## src/rtl/setgate_pkg.sv

```systemverilog
// Package: shared phase encoding and per-sub-cycle control strobes for the
// set-only transfer datapath. Assumes one strobe active per sub-cycle.
package setgate_pkg;

    typedef enum logic [2:0] {
        PH_IDLE  = 3'd0,
        PH_CLR_B = 3'd1,
        PH_GT_B  = 3'd2,
        PH_CLR_D = 3'd3,
        PH_GT_D  = 3'd4,
        PH_CLR_A = 3'd5,
        PH_LD_A  = 3'd6
    } phase_t;

    typedef struct packed {
        logic clr_b;
        logic gate_b;
        logic clr_d;
        logic gate_d;
        logic clr_a;
        logic load_a;
    } xfer_ctl_t;

endpackage

```

## src/rtl/setonly_reg.sv

```systemverilog
// Module: register loaded only by set-only gating.
// A gate ORs the source into the register; a separate clear zeroes every bit.
// When clear and gate coincide, the clear acts first and the gate then sets bits.
// Assumes a synchronous active-low reset.
module setonly_reg #(
    parameter int WIDTH = 16
) (
    input  logic             clk,
    input  logic             rst_n,
    input  logic             clr,
    input  logic             gate,
    input  logic [WIDTH-1:0] src,
    output logic [WIDTH-1:0] q
);

    genvar i;
    generate
        for (i = 0; i < WIDTH; i++) begin : g_bit
            // Per-bit flip-flop: only a clear resets, only a set-pulse with source 1 sets.
            always_ff @(posedge clk) begin
                if (!rst_n)
                    q[i] <= 1'b0;
                else if (gate && src[i])
                    q[i] <= 1'b1;
                else if (clr)
                    q[i] <= 1'b0;
            end
        end
    endgenerate

    AST_NO_BIT_DROP: assert property (@(posedge clk) disable iff (!rst_n)
        !clr |=> ((q & $past(q)) == $past(q)));

    AST_CLEAR_ZEROES: assert property (@(posedge clk) disable iff (!rst_n)
        (clr && !gate) |=> (q == '0));

    AST_IDLE_HOLD: assert property (@(posedge clk) disable iff (!rst_n)
        (!clr && !gate) |=> $stable(q));

endmodule

```

## src/rtl/xfer_sequencer.sv

```systemverilog
// Module: six-sub-cycle sequencer for the I/O sense phase.
// Steps: clear B, gate bus to B, clear D, gate B to D, clear A, load A.
// A start is only accepted while idle; done pulses once after the A load.
module xfer_sequencer
    import setgate_pkg::*;
(
    input  logic      clk,
    input  logic      rst_n,
    input  logic      start,
    output xfer_ctl_t ctl,
    output logic      busy,
    output logic      done
);

    phase_t phase, phase_nx;

    // Next-phase selection: a fixed walk through the sub-cycles, then back to idle.
    always_comb begin
        unique case (phase)
            PH_IDLE:  phase_nx = start ? PH_CLR_B : PH_IDLE;
            PH_CLR_B: phase_nx = PH_GT_B;
            PH_GT_B:  phase_nx = PH_CLR_D;
            PH_CLR_D: phase_nx = PH_GT_D;
            PH_GT_D:  phase_nx = PH_CLR_A;
            PH_CLR_A: phase_nx = PH_LD_A;
            PH_LD_A:  phase_nx = PH_IDLE;
            default:  phase_nx = PH_IDLE;
        endcase
    end

    // Phase register and done pulse.
    always_ff @(posedge clk) begin
        if (!rst_n) begin
            phase <= PH_IDLE;
            done  <= 1'b0;
        end else begin
            phase <= phase_nx;
            done  <= (phase == PH_LD_A);
        end
    end

    // Strobe decode for the current sub-cycle.
    always_comb begin
        ctl        = '0;
        ctl.clr_b  = (phase == PH_CLR_B);
        ctl.gate_b = (phase == PH_GT_B);
        ctl.clr_d  = (phase == PH_CLR_D);
        ctl.gate_d = (phase == PH_GT_D);
        ctl.clr_a  = (phase == PH_CLR_A);
        ctl.load_a = (phase == PH_LD_A);
    end

    assign busy = (phase != PH_IDLE);

    AST_DONE_SINGLE: assert property (@(posedge clk) disable iff (!rst_n)
        done |=> !done);

    AST_ONE_STROBE: assert property (@(posedge clk) disable iff (!rst_n)
        $onehot0(ctl));

    AST_DONE_AFTER_LOAD: assert property (@(posedge clk) disable iff (!rst_n)
        ctl.load_a |=> (done && !busy));

    AST_RUN_CONTINUES: assert property (@(posedge clk) disable iff (!rst_n)
        (busy && !ctl.load_a) |=> busy);

endmodule

```

## src/rtl/alu_pass.sv

```systemverilog
// Module: ALU data path toward the accumulator, configured as a pass-through.
// Assumes purely combinational use; the A register captures its output.
module alu_pass #(
    parameter int WIDTH = 16
) (
    input  logic [WIDTH-1:0] opnd,
    output logic [WIDTH-1:0] res
);

    // Pass-through function: result equals the D operand.
    always_comb res = opnd;

endmodule

```

## src/rtl/sense_xfer_path.sv

```systemverilog
// Module: top of the set-only gated B/D/A transfer datapath.
// Inverts the active-low device bus and routes the sequencer strobes to the
// registers. Fault-injection inputs suppress individual clears. A memory read
// reloads B only while idle. Assumes a synchronous active-low reset.
module sense_xfer_path
    import setgate_pkg::*;
#(
    parameter int WIDTH = 16
) (
    input  logic             clk,
    input  logic             rst_n,
    input  logic             start,
    input  logic [WIDTH-1:0] io_bus_n,
    input  logic             mem_load,
    input  logic [WIDTH-1:0] mem_data,
    input  logic             inh_clr_b,
    input  logic             inh_clr_d,
    input  logic             inh_clr_a,
    output logic [WIDTH-1:0] reg_b,
    output logic [WIDTH-1:0] reg_d,
    output logic [WIDTH-1:0] reg_a,
    output logic             busy,
    output logic             done
);

    xfer_ctl_t        ctl;
    logic [WIDTH-1:0] bus_true;
    logic [WIDTH-1:0] b_src;
    logic [WIDTH-1:0] alu_out;
    logic             mem_take;
    logic             b_clr, b_gate, d_clr, a_clr;

    xfer_sequencer u_seq (
        .clk   (clk),
        .rst_n (rst_n),
        .start (start),
        .ctl   (ctl),
        .busy  (busy),
        .done  (done)
    );

    // Bus polarity and B-source steering: a bus gate takes the sequence path, otherwise memory.
    always_comb begin
        bus_true = ~io_bus_n;
        mem_take = mem_load && !busy;
        b_src    = ctl.gate_b ? bus_true : mem_data;
        b_clr    = (ctl.clr_b || mem_take) && !inh_clr_b;
        b_gate   = ctl.gate_b || mem_take;
        d_clr    = ctl.clr_d && !inh_clr_d;
        a_clr    = ctl.clr_a && !inh_clr_a;
    end

    setonly_reg #(.WIDTH(WIDTH)) u_reg_b (
        .clk (clk), .rst_n (rst_n), .clr (b_clr), .gate (b_gate),
        .src (b_src), .q (reg_b)
    );

    setonly_reg #(.WIDTH(WIDTH)) u_reg_d (
        .clk (clk), .rst_n (rst_n), .clr (d_clr), .gate (ctl.gate_d),
        .src (reg_b), .q (reg_d)
    );

    alu_pass #(.WIDTH(WIDTH)) u_alu (
        .opnd (reg_d),
        .res  (alu_out)
    );

    setonly_reg #(.WIDTH(WIDTH)) u_reg_a (
        .clk (clk), .rst_n (rst_n), .clr (a_clr), .gate (ctl.load_a),
        .src (alu_out), .q (reg_a)
    );

    AST_A_COVERS_D: assert property (@(posedge clk) disable iff (!rst_n)
        done |-> ((reg_a & reg_d) == reg_d));

    AST_D_COVERS_B: assert property (@(posedge clk) disable iff (!rst_n)
        ctl.clr_a |-> ((reg_d & reg_b) == reg_b));

    AST_BUSY_BLOCKS_MEM: assert property (@(posedge clk) disable iff (!rst_n)
        (busy && !ctl.clr_b && !ctl.gate_b) |=> $stable(reg_b));

    AST_MEM_SPARES_DA: assert property (@(posedge clk) disable iff (!rst_n)
        (!busy && !start) |=> ($stable(reg_d) && $stable(reg_a)));

endmodule

```

## config.mk

```make
export PLATFORM = sky130hd
export DESIGN_NAME = sense_xfer_path
export DESIGN_NICKNAME = d
export VERILOG_FILES = /design/src/rtl/setgate_pkg.sv /design/src/rtl/setonly_reg.sv /design/src/rtl/xfer_sequencer.sv /design/src/rtl/alu_pass.sv /design/src/rtl/sense_xfer_path.sv
export SDC_FILE = /design/constraint.sdc
export NUM_CORES = 1
export LEC_CHECK = 0
export ABC_CLOCK_PERIOD_IN_PS = 1200
export BUFFER_PORTS_ARGS = -buffer_cell sky130_fd_sc_hd__buf_2
export CORE_UTILIZATION = 41
export DETAILED_ROUTE_END_ITERATION = 8
export PLACE_DENSITY = 0.77
export SYNTH_ARGS = -nofsm -noshare
export SYNTH_HDL_FRONTEND = slang
export SYNTH_SLANG_ARGS = --single-unit
```

## constraint.sdc

```tcl
create_clock -name clk -period 1.2 [get_ports clk]
set_input_delay 0.24 -clock clk [delete_from_list [all_inputs] [get_ports clk]]
set_output_delay 0.24 -clock clk [all_outputs]
set_load 0.1 [all_outputs]
```

## After elaboration in Yosys (flattened, before gate mapping)

Cells that the tools add are included.

- Register bits after elaboration: 52
- Word-level logic and storage cells: 219
- Bits of input ports: 39
- Output and inout bits: 50

- Multiplexer cells: 54
- Reduce and logical (&&, ||, !) cells: 108
- Equal/unequal tests: 6
- Bitwise gates (word level): 1

Operator list:

| operator | number |
|---|---|
| nonzero test 2 bit | 48 |
| logical AND 1 bit | 52 |
| two-way mux 1 bit | 52 |
| case mux 3 bit (6 select lines) | 1 |
| two-way mux 16 bit | 1 |
| inverter 16 bit | 1 |
| equality test 3 bit, second input constant | 3 |
| equality test 3 x 2 -> 1 bit, second input constant | 2 |
| logical NOT 1 bit | 4 |
| equality test 3 x 1 -> 1 bit, second input constant | 1 |
| logical NOT 3 bit | 1 |
| nonzero test 3 bit | 1 |
| logical OR 1 bit | 2 |

## Longest topological paths before layout

- Depth after elaboration: 7
- Mapped depth: 6
- Gate-level depth less buffers: 3

## Hierarchy

From an unflattened synthesis, not the netlist that was laid out.

- Cell total of the unflattened synthesis: 280
- Area, all modules: 2857.7 um^2

Modules (own cells, without submodules):

| module | cells each | area each (um^2) | times used |
|---|---|---|---|
| setonly_reg | 68 | 755.7 | 3 |
| sense_xfer_path | 40 | 285.3 | 1 |
| xfer_sequencer | 20 | 185.2 | 1 |
| alu_pass | 16 | 120.1 | 1 |

## Worst setup path after synthesis

Ideal clock, no wire load.

- Path kind: reg2out
- From: register u_seq.phase[1]
- To: output busy
- Stages on the path, launching flop included: 4
- Data required time: 0.960 ns
- Slack: -0.441 ns
- Data arrival time: 1.401 ns
- Cell sequence: dfxtp_1 buf_2 buf_4 or3_2

- Longest elaborated chain between the ends: 1

Ends and longest elaborated chain:

| what | line | RTL |
|---|---|---|
| start: declaration | xfer_sequencer.sv:15 | `phase_t phase, phase_nx;` |
| start signal: assignment | xfer_sequencer.sv:37 | `phase <= phase_nx;` |
| nonzero test 3 bit | xfer_sequencer.sv:53 | `assign busy = (phase != PH_IDLE);` |
| end: declaration | sense_xfer_path.sv:22 | `output logic busy,` |

Every way passes these cells.

## Final worst setup path

- From: register u_seq.phase[1]
- To: register u_reg_a.q[9]

- Longest elaborated chain between the ends: 3

Ends and longest elaborated chain:

| what | line | RTL |
|---|---|---|
| equality test 3 bit (on tied branches) | xfer_sequencer.sv:50, xfer_sequencer.sv:49 |  |
| logical AND 1 bit (on tied branches) | setonly_reg.sv:23, sense_xfer_path.sv:50 |  |
| two-way mux 1 bit or nonzero test 2 bit (tied branches) | - |  |
| end signal: indexed assignment | setonly_reg.sv:22 | `q[i] <= 1'b0;` |
| end signal: indexed assignment | setonly_reg.sv:24 | `q[i] <= 1'b1;` |
| end signal: indexed assignment | setonly_reg.sv:26 | `q[i] <= 1'b0;` |
| end: declaration | setonly_reg.sv:13 | `output logic [WIDTH-1:0] q` |

Several ways; a longest one is shown, not always the timed one.
A chain may end at the register's enable or synchronous reset.

==> impl_metrics.py <==
metrics = {
    "clocking": {
        "clk_latency_ps": 310,
        "h-tree-depth": 2,
        "cts-root-buf": "clkbuf_8",
        "cts.sinks": 52,
        "numCtsBuffers": 5,
        "cts_hold_buffers": 0,
        "path_clk_slew_ps": 90,
        "cts_tree": "yes",
        "clockBufferDepth": 2,
    },
    "power_and_ir_drop": {
        "p_total_w": 0.00431,
        "seqPwrFrac": 0.445,
        "peakVddDrop_uv": 972,
        "internal_power_w": 0.00280,
        "clockPowerShare": 0.221,
        "pwr_density_cell_nw_per_um2": 1150,
        "p_sw_w": 0.00151,
        "pwr-share-comb": 0.334,
        "p_sw_frac": 0.350,
        "p_leak_nw": 1.52,
    },
    "synth": {
        "synth_top_family_by_area": "compound AO/OA/AOI/OAI gates",
        "ys_types": 28,
        "ys_seq_elements": 52,
        "synth_simple_gate_area_frac": 0.138,
        "yosysSeqAreaShare": 0.534,
        "synthXorXnorAreaFrac": 0,
        "synthesis.area_um2": 1950,
        "syn_nets": 223,
        "yosys_warnings": 0,
        "synth_cells": 184,
        "muxShareOfSynthArea": 0.00513,
        "syn_avg_cell_area_um2": 10.6,
        "synth_compound_area_frac": 0.266,
        "synthAdderAreaFrac": 0,
    },
    "global_route": {
        "grtUsageTotal": 0.286,
        "grt_overflow_total": 0,
        "grt_max_degree": 31,
        "grt_pass1_vias": 2048,
        "grt_pass1_wl_mm": 10.8,
        "antenna_found_initial": 0,
    },
    "worst_setup_path": {
        "cp_max_fo": 8,
        "path_class": "register to register",
        "worstSetupStartpointType": "register",
        "required_ps": 1390,
        "reg2reg_depth": 5,
        "cp.arrival_ps": 1680,
        "cp-end-kind": "register",
    },
    "placed_design": {
        "post-place-ws_ps": -221,
        "place_congestion": 0.740,
        "placed_area_um2": 3290,
        "dpl.hpwl_mm": 4.31,
        "io_buffers": 88,
    },
    "routing": {
        "via_count": 1971,
        "post_drt_wl_per_cell_um": 20.2,
        "drc": 4,
        "drtAntennaViolNets": 0,
        "initialDrtViolationCount": 95,
        "viasPerCell": 5.71,
        "first_pass_iters": 6,
        "routed_wl_mm": 6.96,
    },
    "timing": {
        "slew_violations": 0,
        "final_hold_viol_count": 0,
        "fmax_mhz": 671,
        "period_needed_ps": 1490,
        "worst_slew_pin_slew_ps": 404,
        "setup_violations": 50,
        "timing.final.crit_share": 1.24,
        "rsz0062_at_grt": "yes",
        "fin_skew_ps": 4.51,
        "setup_ws_ps": -291,
        "maxSlewHeadroom": 0.730,
    },
    "finish": {
        "nets": 332,
        "drive_gt1_frac": 0.703,
        "mostFrequentLayoutCells": "buf_12, dfxtp_2, buf_2",
        "n_antenna_cell": 0,
        "syn_to_final_growth_pct": 91.7,
        "utilization": 0.835,
        "final_area_um2": 3740,
        "layout_commonest_cell": "buf_12",
    },
    "min_path": {
        "worst_hold_path.num_cells": 3,
        "hold_path.class": "primary input to register",
    },
    "floorplanning": {
        "die_y_um": 71.0,
        "design.die.area_um2": 5030,
        "fp.dieW_um": 71.0,
        "rows": 24,
        "pin_count": 89,
        "placeableCoreArea_um2": 4470,
        "start_util": 0.436,
    },
    "run_status": {
        "violations": "DRC, setup timing",
        "status": "complete, but fails checks",
    },
    "flow_run": {
        "cap_violations": 0,
    },
}
[cells in the mapped netlist]
library cell,count,area [um^2]
a22o_2,6,60.1
nand2b_2,1,8.76
or3_2,1,7.51
nand3b_1,1,7.51
a32o_1,16,160
clkbuf_2,1,5.00
nor4b_1,1,8.76
o22ai_1,16,100
o31a_4,1,17.5
clkbuf_1,4,15.0
nor3_4,1,16.3
nor3_1,1,5.00
nor2_2,1,6.26
nor2b_1,17,106
nor4_4,1,21.3
a22o_1,10,87.6
o21a_1,1,7.51
buf_4,4,30.0
nand2_1,17,63.8
inv_1,1,3.75
dfxtp_1,52,1040
or3_1,1,6.26
inv_2,1,3.75
nor2_1,3,11.3
a21oi_1,17,85.1
mux2i_1,1,10.0
buf_2,4,20.0
buf_6,3,33.8
[per-layer routing]
layer	global-route usage	part of all wire	vias up	routed length, um
met5	0	0	-	0
met4	0.149	0.031	0	219
met3	0.0613	0.056	21	388
met2	0.506	0.53	96	3660
met1	0.323	0.39	947	2690
li1	-	-	907	-
[area by class of cell]
type                            instances  area [um^2]
Timing Repair Buffer                  117         1520
Multi-Input combinational cell        115          965
Clock inverter                          1         5.00
Inverter                                2         7.51
Fill cell                             211          737
Clock buffer                            6         72.6
Tap cell                               52         65.1
Sequential cell                        52         1100
[per-stage QoR]
| stage | hold WS, ps | TNS, ps | std cells |
|---|---|---|---|
| floorplan | 423 | -865 | 184 |
| global placement | 485 | -2600 | 322 |
| detailed placement | 486 | -4820 | 322 |
| CTS | 183 | -8740 | 344 |
| global route | 174 | -12920 | 345 |
| finish | 182 | -11530 | 345 |
[logic make-up after synthesis]
| family | Yosys count |
|---|---|
| AO/OA/AOI/OAI | 67 |
| flip-flops | 52 |
| multiplexers | 1 |
| buffers and inverters | 18 |
| AND/OR/NAND/NOR | 46 |
[power groups by stage]
stage | clock network (W) | registers (W) | logic, W
after global placement | 0 | 0.00196 | 0.00116
after CTS | 0.000954 | 0.00191 | 0.00140
after floorplan | 0 | 0.00237 | 0.000313
final | 0.000951 | 0.00192 | 0.00144
after global routing | 0.00102 | 0.00193 | 0.00149
after detailed placement | 0 | 0.00196 | 0.00118
[registers in the layout (all words and copies together) (netlist names)]
name	cells
u_reg_a.q	16
u_reg_b.q	16
u_reg_d.q	16
u_seq.done	1
u_seq.phase	3
[what timing repair did]
action	4_1_cts	5_1_grt
pin swaps	14	9
setup endpoints to repair	47	52
setup buffers	11	2
gates resized for setup	35	20
cloned	4	0
[worst paths after layout]
kind | startpoint | endpoint | slack, ps
setup / recovery | u_seq.phase[1] | u_reg_a.q[9] | -290
hold / removal | mem_data[11] | u_reg_b.q[11] | 180
setup reg to reg | u_seq.phase[1] | u_reg_a.q[9] | -290
hold reg to reg | u_reg_b.q[13] | u_reg_b.q[13] | 510
[worst max-delay path, cell delays in order (launching register included)]
cell,delay (ps)
dfxtp_4,360
buf_4,150
buf_6,110
nand2b_4,180
o31a_4,340
a22o_1,220
Power figures use the tool's default switching activity.
